$ cat src/rtl/scirq_pkg.sv
package scirq_pkg;
  localparam int unsigned ADDR_W = 2;

  typedef enum logic [ADDR_W-1:0] {
    SEL_BASE_LO = 2'd0,
    SEL_BASE_HI = 2'd1,
    SEL_STATUS  = 2'd2,
    SEL_SPARE   = 2'd3
  } reg_sel_e;
endpackage

$ cat src/rtl/scirq_regs.sv
module scirq_regs
  import scirq_pkg::*;
#(
  parameter int unsigned BYTE_W = 8,
  localparam int unsigned CNT_W = 2 * BYTE_W
) (
  input  logic              clk,
  input  logic              rst,
  input  logic              wr_en,
  input  logic [ADDR_W-1:0] wr_addr,
  input  logic [BYTE_W-1:0] wr_data,
  input  logic [ADDR_W-1:0] rd_addr,
  input  logic              status_in,
  output logic [BYTE_W-1:0] rd_data,
  output logic [CNT_W-1:0]  base,
  output logic              load,
  output logic [CNT_W-1:0]  load_val,
  output logic              clr
);
  logic [BYTE_W-1:0] base_lo_q;
  logic [BYTE_W-1:0] base_hi_q;
  logic [BYTE_W-1:0] rd_mux;

  // decoded write strobes
  assign load     = wr_en && (wr_addr == SEL_BASE_HI);
  assign clr      = wr_en && (wr_addr == SEL_STATUS);
  assign load_val = {wr_data, base_lo_q};
  assign base     = {base_hi_q, base_lo_q};

  always_comb begin
    case (rd_addr)
      SEL_BASE_LO: rd_mux = base_lo_q;
      SEL_BASE_HI: rd_mux = base_hi_q;
      SEL_STATUS:  rd_mux = {{(BYTE_W-1){1'b0}}, status_in};
      default:     rd_mux = '0;
    endcase
  end

  always_ff @(posedge clk) begin
    if (rst) begin
      base_lo_q <= '0;
      base_hi_q <= '0;
      rd_data   <= '0;
    end else begin
      if (wr_en && (wr_addr == SEL_BASE_LO)) base_lo_q <= wr_data;
      if (load) base_hi_q <= wr_data;
      rd_data <= rd_mux;
    end
  end

  AST_BASE_STABLE: assert property (@(posedge clk) disable iff (rst)
    !wr_en |=> $stable(base));
  AST_LO_WRITE_KEEPS_HI: assert property (@(posedge clk) disable iff (rst)
    (wr_en && (wr_addr == SEL_BASE_LO)) |=> $stable(base_hi_q));
endmodule

$ cat src/rtl/scirq_counter.sv
module scirq_counter #(
  parameter int unsigned CNT_W = 16
) (
  input  logic             clk,
  input  logic             rst,
  input  logic             smp_tick,
  input  logic             play_en,
  input  logic             cap_en,
  input  logic             xfer_hold,
  input  logic             status,
  input  logic             load,
  input  logic [CNT_W-1:0] load_val,
  input  logic [CNT_W-1:0] base,
  output logic             uf
);
  logic [CNT_W-1:0] cur_q;
  logic             run;

  // count only with a transfer direction active and no stall on a pending irq
  assign run = smp_tick && (play_en || cap_en) && (!xfer_hold || !status);
  assign uf  = run && !load && (cur_q == '0);

  always_ff @(posedge clk) begin
    if (rst) begin
      cur_q <= '0;
    end else if (load) begin
      cur_q <= load_val;
    end else if (run) begin
      if (cur_q == '0) cur_q <= base;
      else             cur_q <= cur_q - 1'b1;
    end
  end

  AST_IDLE_HOLDS: assert property (@(posedge clk) disable iff (rst)
    (!(smp_tick && (play_en || cap_en)) && !load) |=> $stable(cur_q));
  AST_PENDING_STALL: assert property (@(posedge clk) disable iff (rst)
    (smp_tick && xfer_hold && status && !load) |=> $stable(cur_q));
  AST_RELOAD_BASE: assert property (@(posedge clk) disable iff (rst)
    uf |=> (cur_q == $past(base)));
  AST_LOAD_WINS: assert property (@(posedge clk) disable iff (rst)
    load |=> (cur_q == $past(load_val)));
endmodule

$ cat src/rtl/scirq_irq.sv
module scirq_irq (
  input  logic clk,
  input  logic rst,
  input  logic uf,
  input  logic clr,
  input  logic irq_en,
  output logic status_q,
  output logic pin_q
);
  logic status_nxt;

  // underflow has priority over a clear in the same cycle
  always_comb begin
    if (uf)       status_nxt = 1'b1;
    else if (clr) status_nxt = 1'b0;
    else          status_nxt = status_q;
  end

  always_ff @(posedge clk) begin
    if (rst) begin
      status_q <= 1'b0;
      pin_q    <= 1'b0;
    end else begin
      status_q <= status_nxt;
      pin_q    <= status_nxt && irq_en;
    end
  end

  AST_UF_SETS: assert property (@(posedge clk) disable iff (rst)
    uf |=> status_q);
  AST_CLEAR: assert property (@(posedge clk) disable iff (rst)
    (clr && !uf) |=> (!status_q && !pin_q));
  AST_COLLIDE: assert property (@(posedge clk) disable iff (rst)
    (clr && uf) |=> status_q);
  AST_STICKY: assert property (@(posedge clk) disable iff (rst)
    (status_q && !clr) |=> status_q);
  AST_PIN_FOLLOWS: assert property (@(posedge clk) disable iff (rst)
    pin_q == (status_q && $past(irq_en)));
endmodule

$ cat src/rtl/sample_count_irq.sv
module sample_count_irq
  import scirq_pkg::*;
#(
  parameter int unsigned BYTE_W = 8,
  localparam int unsigned CNT_W = 2 * BYTE_W
) (
  input  logic              clk,
  input  logic              rst,
  input  logic              wr_en,
  input  logic [ADDR_W-1:0] wr_addr,
  input  logic [BYTE_W-1:0] wr_data,
  input  logic [ADDR_W-1:0] rd_addr,
  output logic [BYTE_W-1:0] rd_data,
  input  logic              smp_tick,
  input  logic              play_en,
  input  logic              cap_en,
  input  logic              xfer_hold,
  input  logic              irq_en,
  output logic              irq_status,
  output logic              irq_pin
);
  logic [CNT_W-1:0] base;
  logic [CNT_W-1:0] load_val;
  logic             load;
  logic             clr;
  logic             uf;

  scirq_regs #(.BYTE_W(BYTE_W)) u_regs (
    .clk       (clk),
    .rst       (rst),
    .wr_en     (wr_en),
    .wr_addr   (wr_addr),
    .wr_data   (wr_data),
    .rd_addr   (rd_addr),
    .status_in (irq_status),
    .rd_data   (rd_data),
    .base      (base),
    .load      (load),
    .load_val  (load_val),
    .clr       (clr)
  );

  scirq_counter #(.CNT_W(CNT_W)) u_counter (
    .clk       (clk),
    .rst       (rst),
    .smp_tick  (smp_tick),
    .play_en   (play_en),
    .cap_en    (cap_en),
    .xfer_hold (xfer_hold),
    .status    (irq_status),
    .load      (load),
    .load_val  (load_val),
    .base      (base),
    .uf        (uf)
  );

  scirq_irq u_irq (
    .clk      (clk),
    .rst      (rst),
    .uf       (uf),
    .clr      (clr),
    .irq_en   (irq_en),
    .status_q (irq_status),
    .pin_q    (irq_pin)
  );

  AST_RESET_QUIET: assert property (@(posedge clk)
    rst |=> (!irq_status && !irq_pin && (rd_data == '0)));
endmodule

$ cat config.mk
export PLATFORM = sky130hd
export DESIGN_NAME = sample_count_irq
export DESIGN_NICKNAME = d
export VERILOG_FILES = /design/src/rtl/scirq_pkg.sv /design/src/rtl/scirq_regs.sv /design/src/rtl/scirq_counter.sv /design/src/rtl/scirq_irq.sv /design/src/rtl/sample_count_irq.sv
export SDC_FILE = /design/constraint.sdc
export NUM_CORES = 1
export LEC_CHECK = 0
export ABC_AREA = 1
export ABC_CLOCK_PERIOD_IN_PS = 2550
export CAP_MARGIN = 20
export CORE_AREA = 2 2 67 85
export DETAILED_ROUTE_END_ITERATION = 6
export DIE_AREA = 0 0 69 87
export PLACE_DENSITY = 0.65
export SLEW_MARGIN = 20
export SYNTH_ARGS = -nofsm -noshare
export SYNTH_HDL_FRONTEND = slang
export SYNTH_SLANG_ARGS = --single-unit
$ cat constraint.sdc
create_clock -name clk -period 2.55 [get_ports clk]
set_input_delay 0.51 -clock clk [delete_from_list [all_inputs] [get_ports clk]]
set_output_delay 0.51 -clock clk [all_outputs]
set_load 0.005 [all_outputs]
; ---- Word level (Yosys, flattened, before mapping)
; Index checks and enable logic that the tools add are counted.
[word_totals]
ff_bits = 42
input_bits = 20
[op_classes]
n_eq_ne = 4
mux = 6
addsub = 1
reduce_logical = 17
[op_table]
columns = cell, n
row1 = 16-bit two-way mux, 3
row2 = 8-bit one-hot mux with 3 select lines, 1
row3 = 16-bit logical NOT, 1
row4 = "16-bit by 1-bit subtractor with 16-bit output, second input constant", 1
row5 = 1-bit logical AND, 8
row6 = "2-bit by 1-bit equality test with 1-bit output, second input constant", 2
row7 = "2-bit equality test, second input constant", 2
row8 = 2-bit logical NOT, 2
row9 = 1-bit logical NOT, 3
row10 = 1-bit logical OR, 2
row11 = 1-bit two-way mux, 2
row12 = 2-bit nonzero test, 1

; ---- Logic depth before layout (Yosys ltp)
[logic_depth]
ltp_word = 7
mapped_depth = 10

; ---- Modules after synthesis
; A second synthesis with hierarchy kept.
[unflattened]
cells_unflattened = 406
hier_area_um2 = 2581.2
[modules_own_cells]
columns = mod, instances, cells_per_inst, area_per_inst_um2
row1 = scirq_counter, 1, 240, 1362.6
row2 = scirq_regs, 1, 157, 1148.6
row3 = scirq_irq, 1, 9, 70.1

; ---- Least setup slack after synthesis
; OpenSTA, ideal clock, no wires.
[synth_timing]
kind = input -> register
start = input wr_addr[1]
end = register u_counter.cur_q[2]
required_time_ns = 2.484
arrival_time_ns = 1.335
setup_ns = 0.066
slack_ns = 1.148
stages = 7
path_cell_list = inv_1 -> nand3_1 -> buf_4 -> nand2_4 -> clkbuf_1 -> o21ai_0 -> a21oi_2
[synth_between]
elab_chain_cells = 3
word_cells_on_any_way = 4
cone_classes = 1 x eq/ne / 1 x mux / 2 x reduce/logical
[synth_rtl]
columns = element, line
row1 = start: declaration, sample_count_irq.sv:10  ; input logic [ADDR_W-1:0] wr_addr,
row2 = 2-bit by 1-bit equality test with 1-bit output *, scirq_regs.sv:25  ; assign load = wr_en && (wr_addr == SEL_BASE_HI);
row3 = 1-bit logical AND *, scirq_regs.sv:25
row4 = 16-bit two-way mux or 2-bit nonzero test (tied branches), n/a
row5 = end signal: assignment, scirq_counter.sv:27  ; cur_q <= load_val;
row6 = end signal: assignment, scirq_counter.sv:29  ; if (cur_q == '0) cur_q <= base;
row7 = end signal: assignment, scirq_counter.sv:30  ; else cur_q <= cur_q - 1'b1;
row8 = end: declaration, scirq_counter.sv:16  ; logic [CNT_W-1:0] cur_q;
; Every way passes the cells marked *; elsewhere a longest branch is shown, timed or not.
; A chain may end at the register's enable or synchronous reset.

; ---- Worst setup path after layout
[layout_timing]
start = register u_irq.status_q
end = output irq_status
[layout_lines]
columns = element, line
row1 = start: declaration, scirq_irq.sv:7  ; output logic status_q,
row2 = start signal: assignment, scirq_irq.sv:24  ; status_q <= status_nxt;
row3 = end: declaration, sample_count_irq.sv:19  ; output logic irq_status,
; No word-level cell between the ends.

==> flow_metrics.env <==
export IMPL_status="finished clean"
export IMPL_dpl_hpwl_um=3860
export IMPL_synth_nets=335
export IMPL_final_layout_size_suffix_gt1_share_pct=13.1
export IMPL_p_sw_mw=0.590
export IMPL_clkPwrFrac_pct=33.8
export IMPL_drv_cap=0
export IMPL_place_congestion=0.816
export IMPL_first_global_vias=2012
export IMPL_start_kind="flip-flop"
export IMPL_holdBufCountCts=0
export IMPL_cts_max_path_buffers=2
export IMPL_cp_cell_sequence="clkdlybuf4s50_1"
export IMPL_die_w_um=69
export IMPL_fmax_mhz=586
export IMPL_seq_area_um2=841
export IMPL_postCtsResizedCells=0
export IMPL_swShare_pct=31.5
export IMPL_power_mw=1.87
export IMPL_seq_area_frac_synth_pct=37.3
export IMPL_final_hold_viol_count=0
export IMPL_finalWirelength_um=5270
export IMPL_antenna_found_initial=0
export IMPL_pwr_density_cell_nw_per_um2=691
export IMPL_ios=30
export IMPL_path_class="reg2out"
export IMPL_mostFrequentLayoutCell="nand2_1"
export IMPL_final_max_slew_viol_count=0
export IMPL_cts_tree="built"
export IMPL_clkLatencyLatePin_ps=300
export IMPL_synth_warnings=0
export IMPL_synth_seq_cells=42
export IMPL_crit_slowest_cell="clkdlybuf4s50_1"
export IMPL_htree_levels=2
export IMPL_io_buffers=29
export IMPL_multi_input_area_um2=1210
export IMPL_synth_top_area_share_pct=37.3
export IMPL_seq_power_share_pct=39.9
export IMPL_route_detailed_drc=0
export IMPL_crit_buf_inv=1
export IMPL_via_per_inst=5.00
export IMPL_synth_top_flop_cell="dfxtp_1"
export IMPL_post_route_period_util_pct=67.0
export IMPL_via_count=2036
export IMPL_yosys_area_top_type="dfxtp_1"
export IMPL_critPathTopFamily="buffers and inverters"
export IMPL_synth_edf_count=0
export IMPL_wl_per_cell_um=13.0
export IMPL_netlist_area_um2=2260
export IMPL_worstMarginPinSlew_ps=505
export IMPL_ir_drop_uv=382
export IMPL_max_stage_delay_ps=520
export IMPL_synth_area_leaders="dfxtp_1 (37%), nand2_1 (13%), a21oi_1 (8.9%)"
export IMPL_async_flop_share_pct=0
export IMPL_dieArea_um2=6000
export IMPL_grtUsageTotal_pct=18.9
export IMPL_p_leak_nw=1.11
export IMPL_drt_iter0_markers=64
export IMPL_critPathRequiredTime_ps=2040
export IMPL_n_fill_cell=497
export IMPL_combPwrFrac_pct=26.3
export IMPL_layout_common_cells="nand2_1 (79), dfxtp_1 (42), a21oi_1 (40), inv_1 (32), clkdlybuf4s50_1 (29)"
export IMPL_cts_made_buffers=5
export IMPL_start_util_pct=43.0
export IMPL_dr_pass1_iters=4
export IMPL_setup_viol=0
export IMPL_finalCriticalPeriod_ps=1710
export IMPL_gr_total_overflow=0
export IMPL_cts_sinks=42
export IMPL_relSlewSlack_pct=66.2
export IMPL_min_path_type="reg2reg"
export IMPL_internal_power_mw=1.28
export IMPL_avgSynthCellArea_um2=7.21
export IMPL_rsz0062_at_grt="false"
export IMPL_end_kind="primary output"
export IMPL_path_clk_slew_ps=80
export IMPL_core_area_um2=5260
export IMPL_cp_max_fo=4
export IMPL_final_setup_tns_ps=0
export IMPL_grt_pass1_wl_um=9220
export IMPL_synth_cell_types=28
export IMPL_die_y_um=87
export IMPL_post_cts_setup_buffers=0
export IMPL_synthCells=313
export IMPL_final_setup_skew_ps=7.22
export IMPL_antennaDiodeCount=0
export IMPL_final_nets=364
export IMPL_rows=30
export IMPL_root_buffer="clkbuf_8"
export IMPL_cp_arrival_ps=1200
export IMPL_antenna_left=0
export IMPL_grt_max_degree=27
export IMPL_area_growth_pct=20.2
## cell type report
class | instances | share of cell area (%)
multi-input cells | 228 | 44.8
flip-flops and latches | 42 | 31.0
repair buffers | 33 | 11.8
inverters | 32 | 4.43
well taps | 64 | 2.95
clock buffers | 5 | 2.54
clock inverters | 3 | 2.54
## kinds of logic (layout without fill, tap and decap cells)
| family | after synthesis | after routing | synth area share (%) |
|---|---|---|---|
| DFF | 42 | 42 | 37.3 |
| buffers and inverters | 43 | 73 | 8.92 |
| xor gates and xnor gates | 6 | 6 | 2.33 |
| and+or+nand+nor | 138 | 138 | 29.6 |
| AOI/OAI and AO/OA | 82 | 82 | 20.8 |
| adders and majority gates | 2 | 2 | 1.11 |
## registers in the layout, summed over array words and instances (netlist names)
signal,count
u_regs.base_lo_q,8
u_regs.rd_data,8
u_regs.base_hi_q,8
u_counter.cur_q,16
u_irq.status_q,1
u_irq.pin_q,1
## worst paths after layout
check | start | depth (start not counted) | endpoint | slack (ps)
max | u_irq.status_q | 1 | irq_status | 840
min | u_regs.base_lo_q[1] | 2 | u_regs.rd_data[1] | 470
min reg2reg | u_regs.base_lo_q[1] | 2 | u_regs.rd_data[1] | 470
max reg2reg | u_counter.cur_q[0] | 9 | u_counter.cur_q[1] | 950
## synth_stat cells, types with 3 or more instances
master and count:
nand2_1 79, nand3_1 18, nor2_2 5, clkbuf_1 7, nand2_2 3, a21oi_1 40, o21ai_2 9, inv_1 32
nor2_4 3, nor2_1 19, dfxtp_1 42, o21ai_0 25, a21oi_2 6, xor2_1 5
## stage by stage
stage / setup WS (ps) / cell area [µm²] / instances / hold slack [ps] / util [%]
final: 842 / 2710 / 407 / 466 / 51.6
after global routing: 715 / 2710 / 407 / 490 / 51.6
after CTS: 825 / 2710 / 407 / 472 / 51.6
after detailed placement: 541 / 2580 / 399 / 458 / 49.0
after global placement: 560 / 2580 / 399 / 451 / 49.0
after floorplan: 1150 / 2260 / 313 / 441 / -
## per-layer routing
layer	GRT usage, %	routed length [µm]	part of all wire (%)	vias to the layer above
met4	7.13	104	2.0	0
met2	35.0	2570	49	45
met5	0	0	0	-
met1	21.6	2370	45	919
li1	-	-	-	1064
met3	3.70	229	4.3	8
## power groups by stage
stage / Clock [mW] / Combinational, mW / Sequential (mW)
6_report: 0.634 / 0.493 / 0.747
5_1_grt: 0.673 / 0.557 / 0.754
4_1_cts: 0.648 / 0.494 / 0.746
3_5_place_dp: 0 / 0.492 / 0.761
3_3_place_gp: 0 / 0.486 / 0.760
2_1_floorplan: 0 / 0.397 / 0.750
No activity file was read; power rests on OpenSTA's default activity.
